### config.mk
export PLATFORM = sky130hd
export DESIGN_NAME = keyed_wdt
export DESIGN_NICKNAME = d
export VERILOG_FILES = /design/src/rtl/keyed_wdt.sv
export SDC_FILE = /design/constraint.sdc
export NUM_CORES = 1
export LEC_CHECK = 0
export CORE_ASPECT_RATIO = 1.2
export CORE_MARGIN = 2
export CORE_UTILIZATION = 36
export DETAILED_ROUTE_END_ITERATION = 8
export PLACE_DENSITY_LB_ADDON = 0.3
export SYNTH_ARGS = -nofsm -noshare
export SYNTH_HDL_FRONTEND = slang
export SYNTH_SLANG_ARGS = --single-unit
### constraint.sdc
create_clock -name clk -period 4 [get_ports clk]
set_input_delay 1.2 -clock clk [delete_from_list [all_inputs] [get_ports clk]]
set_output_delay 1.2 -clock clk [all_outputs]
set_load 0.05 [all_outputs]
### src/rtl/keyed_wdt.sv
module keyed_wdt #(
  parameter int TICK_DIV     = 16384,
  parameter int PULSE_CYCLES = 16
) (
  input  logic        clk,
  input  logic        por_n,
  input  logic        rst_n,
  input  logic        ref_pulse,
  input  logic        bus_wr,
  input  logic [2:0]  bus_addr,
  input  logic [15:0] bus_wdata,
  output logic [15:0] bus_rdata,
  output logic        rst_req
);
  localparam int PW  = (TICK_DIV > 1) ? $clog2(TICK_DIV) : 1;
  localparam int PCW = $clog2(PULSE_CYCLES + 1);
  localparam logic [PW-1:0]  PRE_LAST = PW'(TICK_DIV - 1);
  localparam logic [15:0]    KEY_FIRST  = 16'h5555;
  localparam logic [15:0]    KEY_SECOND = 16'hAAAA;

  wire core_rst_n = rst_n & por_n;

  logic          en, armed, tout;
  logic          stop_mode, dbg_mode, out_mode, wait_mode;
  logic [7:0]    tmo;
  logic [8:0]    cnt;
  logic [PW-1:0] pre;
  logic [PCW-1:0] pulse;

  wire wr_ctrl  = bus_wr && bus_addr == 3'd0;
  wire wr_svc   = bus_wr && bus_addr == 3'd2;
  wire enabling = wr_ctrl && !en && bus_wdata[2];
  wire reload   = wr_svc && armed && bus_wdata == KEY_SECOND;
  wire step     = en && ref_pulse && cnt != 9'd0;
  wire tick     = step && (pre == PRE_LAST);
  wire expire   = tick && cnt == 9'd1 && !reload;

  always_ff @(posedge clk or negedge core_rst_n) begin
    if (!core_rst_n) begin
      en <= 1'b0;
      tmo <= '0;
      {stop_mode, dbg_mode, out_mode, wait_mode} <= '0;
    end else if (wr_ctrl) begin
      en <= en | bus_wdata[2];
      tmo <= bus_wdata[15:8];
      {stop_mode, dbg_mode, out_mode, wait_mode} <=
        {bus_wdata[0], bus_wdata[1], bus_wdata[3], bus_wdata[7]};
    end
  end

  always_ff @(posedge clk or negedge core_rst_n) begin
    if (!core_rst_n)
      armed <= 1'b0;
    else if (wr_svc)
      armed <= !armed && bus_wdata == KEY_FIRST;
  end

  always_ff @(posedge clk or negedge core_rst_n) begin
    if (!core_rst_n) begin
      cnt <= '0;
      pre <= '0;
    end else if (enabling) begin
      cnt <= {1'b0, bus_wdata[15:8]} + 9'd1;
      pre <= '0;
    end else if (reload) begin
      cnt <= {1'b0, tmo} + 9'd1;
      pre <= '0;
    end else if (step) begin
      if (tick) begin
        pre <= '0;
        cnt <= cnt - 9'd1;
      end else begin
        pre <= pre + 1'b1;
      end
    end
  end

  always_ff @(posedge clk or negedge core_rst_n) begin
    if (!core_rst_n)
      pulse <= '0;
    else if (expire)
      pulse <= PCW'(PULSE_CYCLES);
    else if (pulse != '0)
      pulse <= pulse - 1'b1;
  end

  always_ff @(posedge clk or negedge por_n) begin
    if (!por_n)
      tout <= 1'b0;
    else if (expire)
      tout <= 1'b1;
  end

  assign rst_req = pulse != '0;

  always_comb begin
    case (bus_addr)
      3'd0:    bus_rdata = {tmo, wait_mode, 3'b000, out_mode, en, dbg_mode, stop_mode};
      3'd4:    bus_rdata = {14'd0, tout, 1'b0};
      default: bus_rdata = 16'd0;
    endcase
  end
endmodule

==> flow_metrics.tcl, run 1 <==
set metrics [dict create \
    grt-ovfl-total 0 \
    synth_top_family_by_area "simple AND/OR/NAND/NOR gates" \
    rsz0062_at_grt "false" \
    fmaxAchievable_mhz 272.2 \
    drc 0 \
    slew_headroom_pct 33.73 \
    wirelength_um 6168 \
    hpwl_um 4721 \
    synthFlopType "dfrtp_1" \
    drtIter0Drc 55 \
    port_buffers 37 \
    synthSimpleGateAreaFrac_pct 27.82 \
    antenna_found_initial 0 \
    setup.worst_path.start_class "input port" \
    crit_type "in2out" \
    grt.total_usage_pct 15.98 \
    required_ns 2.80 \
    core_sq_um 7274 \
    vias 2166 \
    setup_viol 0 \
    clockBufferDepth 2 \
    design_area_sq_um 3412 \
    seq_area_frac_synth_pct 39.54 \
    initial_core_util_pct 37.41 \
    yosys.area_share.xor_xnor_pct 10.30 \
    place_area_sq_um 3331 \
    yosys.area.top_type "dfrtp_1" \
    finalMaxSlewViolations 0 \
    ys_seq_elements 43 \
    synthDistinctLibCells 51 \
    synth_async_sr_flop_share_pct 100.0 \
    skew_ns 0.006444 \
    hp-class "reg2reg" \
    power.total_mw 1.292 \
    syn_avg_cell_area_sq_um 9.482 \
    regArea_sq_um 1076 \
    areaGrowthSynthToFinish_pct 25.38 \
    ctsResizeCount 0 \
    min_period_ns 3.674 \
    outcome "complete, no violations" \
    detail_route.first_pass.iterations 6 \
    grt_max_degree 43 \
    clk-insertion-delay-late_ns 0.29 \
    crit_fanout 12 \
    synth_edf_count 0 \
    drive_gt1_share_pct 15.45 \
    die_w_um 83.37 \
    setup-tns-final_ns 0 \
    tritoncts "done" \
    yosys-mux-area-fraction_pct 6.483 \
    fin_crit_sh_pct 91.86 \
    p_per_area_nw_per_um2 378.6 \
    critPathArrivalTime_ns 2.47 \
    core.rowCount 34 \
    final_util_pct 46.90 \
    ir_drop_uv 179.7 \
    synth_top_area_share_pct 39.54 \
    synth.most_common_cell "dfrtp_1" \
    htreeDepth 2 \
    yosysWarningCount 0 \
    root_buffer "clkbuf_8" \
    synth_area_leaders "dfrtp_1 40%, xor2_1 7.1%, mux2_2 5.4%" \
    numCtsBuffers 5 \
    routed_via_density 5.157 \
    final_hold_viol_count 0 \
    synthCells 287 \
    routedWlPerCell_um 14.69 \
    synthAdderAreaFrac_pct 4.138 \
    fp.dieH_um 99.25 \
    worst_pin_slew_ns 0.9940 \
    yosys-top-cells-count "43 x dfrtp_1, 30 x nor2_1, 22 x xor2_1" \
    max_cap_violations 0 \
    grt_pass1_wl_um 10780 \
    num-nets-final 362 \
    diodes 0 \
    fillers 682 \
    crit_path_end_kind "primary output" \
    io_pins 41 \
    ant_nets 0 \
    cts_sinks 43 \
    clkTransAtPathRegs_ns 0.08 \
    synth_compound_area_share_pct 8.092 \
    p_leak_nw 1.494 \
    syn_area_sq_um 2721 \
    grt_pass1_vias 2222 \
    dp_slack_ns 0.3218 \
    multi_input_area_sq_um 1559 \
    die_area_sq_um 8274 \
    ctsHoldBuffers 0 \
    gp_congestion 0.8303 \
    post-route-worst-setup-slack_ns 0.3258 \
    postCtsSetupBuffers 0 \
]
[path summary, 6_finish.rpt]
kind                       cells after the start  slack [ns]      endpoint   startpoint
min in group asynchronous                      1        1.05          tout        por_n
hold / removal                                 1        0.48      pulse[4]     pulse[4]
setup reg to reg                               7        1.79        cnt[4]       cnt[4]
max in group asynchronous                      2        1.77        pre[1]        por_n
setup / recovery                               5        0.33  bus_rdata[0]  bus_addr[1]
hold reg to reg                                1        0.48      pulse[4]     pulse[4]
[area by class of cell]
| class | instances | area share, % |
|---|---|---|
| tap | 90 | 3.300 |
| timing repair buffer | 44 | 16.21 |
| clock inverter | 1 | 0.1467 |
| clock buffer | 7 | 2.237 |
| multi-input combinational | 227 | 45.69 |
| inverter | 8 | 0.8801 |
| sequential | 43 | 31.54 |
[sequential cells by signal, indices dropped and copies added (netlist names)]
signal	flops
tout	1
wait_mode	1
armed	1
pulse	5
tmo	8
out_mode	1
en	1
stop_mode	1
cnt	9
dbg_mode	1
pre	14
[critical path, cell delays in order]
cell	delay, ns
clkdlybuf4s50_1	0.51
nor3_1	0.21
buf_4	0.20
and2_1	0.20
buf_12	0.15
[cells by family after synthesis]
logic type / after synthesis
AND/OR/NAND/NOR: 132
flip-flops: 43
AO/OA/AOI/OAI: 35
XOR/XNOR: 32
buffers and inverters: 19
multiplexers: 16
adder cells (fa/ha/maj): 9
other: 1
[stage by stage]
stage / hold WS (ns) / std cells
floorplan: 0.4393 / 289
global placement: 0.4628 / 412
detailed placement: 0.4673 / 412
CTS: 0.4876 / 420
global route: 0.5194 / 420
finish: 0.4837 / 420
[cell usage in the layout, fill, tap and decap left out, drive strengths merged, types with 2 or more instances in the layout]
cell type	instances
dfrtp	43
nor2	31
clkdlybuf4s50	24
xor2	22
nand2	20
buf	20
nand3	17
and2	14
mux2	13
o21ai	13
nor3	11
and3	10
xnor2	10
ha	9
inv	8
a21oi	8
nand4	7
clkbuf	7
mux2i	3
or3	3
o31ai	3
conb	3
a211oi	3
o211ai	3
nor4bb	2
a31oi	2
nand3b	2
nor3b	2
nor4b	2
nor4	2
and4	2
[per-layer routing]
metal / wire [um] / vias to the layer above / track usage [%]
li1: - / 1085 / -
met1: 2781 / 1028 / 20.03
met2: 3100 / 44 / 28.54
met3: 204 / 9 / 2.739
met4: 82 / 0 / 4.161
met5: 0 / - / 0
[power by group]
part | leakage (nW) | switching [mW] | internal (mW)
sequential | 0.565 | 0.0968 | 0.512
combinational | 0.887 | 0.207 | 0.206
clock | 0.0422 | 0.147 | 0.123
(Power assumes the default switching activity.)
==> run 2, diff against run 1 <==
--- a/config.mk
+++ b/config.mk
@@ -5,11 +5,12 @@
 export SDC_FILE = /design/constraint.sdc
 export NUM_CORES = 1
 export LEC_CHECK = 0
-export CORE_ASPECT_RATIO = 1.2
+export CORE_ASPECT_RATIO = 1.25
 export CORE_MARGIN = 2
 export CORE_UTILIZATION = 36
 export DETAILED_ROUTE_END_ITERATION = 8
 export PLACE_DENSITY_LB_ADDON = 0.3
+export SLEW_MARGIN = 20
 export SYNTH_ARGS = -nofsm -noshare
 export SYNTH_HDL_FRONTEND = slang
 export SYNTH_SLANG_ARGS = --single-unit
==> flow_metrics.tcl, run 2 (synthesized netlist as in run 1, its figures left out) <==
set metrics [dict create \
    detail_route.first_pass.iterations 4 \
    skew_ns 0.01229 \
    max_cap_violations 0 \
    setup-tns-final_ns 0 \
    ctsHoldBuffers 0 \
    routedWlPerCell_um 14.80 \
    design_area_sq_um 3445 \
    drc 0 \
    clkTransAtPathRegs_ns 0.08 \
    clockBufferDepth 2 \
    worst_pin_slew_ns 0.5902 \
    setup_viol 0 \
    diodes 0 \
    ctsResizeCount 0 \
    core_sq_um 7357 \
    p_sw_mw 0.4552 \
    antenna_found_initial 0 \
    vias 2232 \
    areaGrowthSynthToFinish_pct 26.57 \
    crit_path_end_kind "primary output" \
    wirelength_um 6247 \
    final_hold_viol_count 0 \
    holdPathStages 1 \
    p_per_area_nw_per_um2 394.4 \
    ir_drop_uv 176.0 \
    grt_max_degree 43 \
    fp.dieH_um 101.2 \
    pwr-share-seq_pct 44.7 \
    p_leak_nw 1.509 \
    drive_gt1_share_pct 15.76 \
    pwr-share-clk_pct 24.8 \
    drtIter0Drc 84 \
    setup.worst_path.start_class "input port" \
    r2r_slack_ns 1.78 \
    htreeDepth 2 \
    outcome "complete, no violations" \
    grt_pass1_vias 2263 \
    hpwl_um 4724 \
    clk-insertion-delay-late_ns 0.30 \
    min_period_ns 3.846 \
    routed_via_density 5.289 \
    ant_nets 0 \
    required_ns 2.80 \
    core.rowCount 35 \
    layout_commonest_cell "dfrtp_1" \
    fmaxAchievable_mhz 260.0 \
    swShare_pct 33.51 \
    die_area_sq_um 8275 \
    top_register "pre" \
    rsz0062_at_grt "false" \
    initial_core_util_pct 36.99 \
    hp-class "reg2reg" \
    tritoncts "done" \
    grt.total_usage_pct 16.51 \
    port_buffers 37 \
    io_pins 41 \
    fin_crit_sh_pct 96.15 \
    worstRegToRegCells 5 \
    intPower_mw 0.9032 \
    cts_sinks 43 \
    layout_common_cells "43 x dfrtp_1, 30 x nor2_1, 24 x clkdlybuf4s50_1" \
    largest_reg_flops 14 \
    grt_pass1_wl_um 10520 \
    gp_congestion 0.8302 \
    num-nets-final 363 \
    die_w_um 81.77 \
    grt-ovfl-total 0 \
    crit_type "in2out" \
    root_buffer "clkbuf_8" \
    place_area_sq_um 3341 \
    crit_fanout 10 \
    postCtsSetupBuffers 0 \
    critPathArrivalTime_ns 2.65 \
    finalMaxSlewViolations 0 \
    largestRegisters "pre: 14 flops, cnt: 9 flops, tmo: 8 flops" \
    fillers 745 \
    numCtsBuffers 5 \
    combPwrFrac_pct 30.6 \
    slew_headroom_pct 60.65 \
]
run 2: cell types whose count changed in the layout (fill, tap and decap cells not counted), sizes merged:
cell,previous run,this run
bufinv,0,1
buf,20,21
clkbuf,7,6
clkinv,1,0
run 2: area by class of cell:
class / instances / area (sq um) / area share, %
multi-input combinational: 227 / 1560 / 45.30
sequential: 43 / 1076 / 31.24
timing repair buffer: 45 / 560.5 / 16.27
tap: 92 / 115.1 / 3.342
clock buffer: 6 / 72.57 / 2.107
clock inverter: 1 / 30.03 / 0.8718
inverter: 8 / 30.03 / 0.8718
run 2: power by group through the flow:
stage               Sequential (mW)  Clock [mW]  Combinational (mW)
floorplan                     0.592           0               0.299
global placement              0.615           0               0.406
detailed placement            0.616           0               0.415
CTS                           0.607       0.344               0.419
global route                  0.620       0.361               0.463
finish                        0.607       0.337               0.415
run 2: final timing paths:
path | start | to
worst max-delay path | bus_addr[1] | bus_rdata[11]
worst min-delay path | pulse[4] | pulse[4]
worst max register to register | cnt[4] | cnt[8]
worst min register to register | pulse[4] | pulse[4]
max in group asynchronous | por_n | pulse[2]
min in group asynchronous | por_n | tout
run 2: routing by layer:
| metal | share of wire (%) | vias to the layer above | GRT usage [%] |
|---|---|---|---|
| li1 | - | 1084 | - |
| met1 | 42 | 1082 | 19.90 |
| met2 | 52 | 53 | 29.21 |
| met3 | 3.4 | 13 | 3.030 |
| met4 | 1.9 | 0 | 5.641 |
| met5 | 0 | - | 0 |
run 2: stage by stage:
step | hold slack [ns] | setup slack [ns] | power, mW | utilization (%) | instances
floorplan | 0.4393 | 0.4524 | 0.8907 | - | 289
global placement | 0.4628 | 0.2672 | 1.021 | 45.41 | 415
detailed placement | 0.4665 | 0.1937 | 1.031 | 45.41 | 415
CTS | 0.4866 | 0.1810 | 1.370 | 46.80 | 422
global route | 0.5206 | 0.07766 | 1.444 | 46.82 | 422
finish | 0.4822 | 0.1540 | 1.358 | 46.82 | 422
run 2: worst max-delay path, stage by stage:
cell and delay (ns):
clkdlybuf4s50_1 0.50, nor3_1 0.35, buf_4 0.23, and2_1 0.20, buf_12 0.15
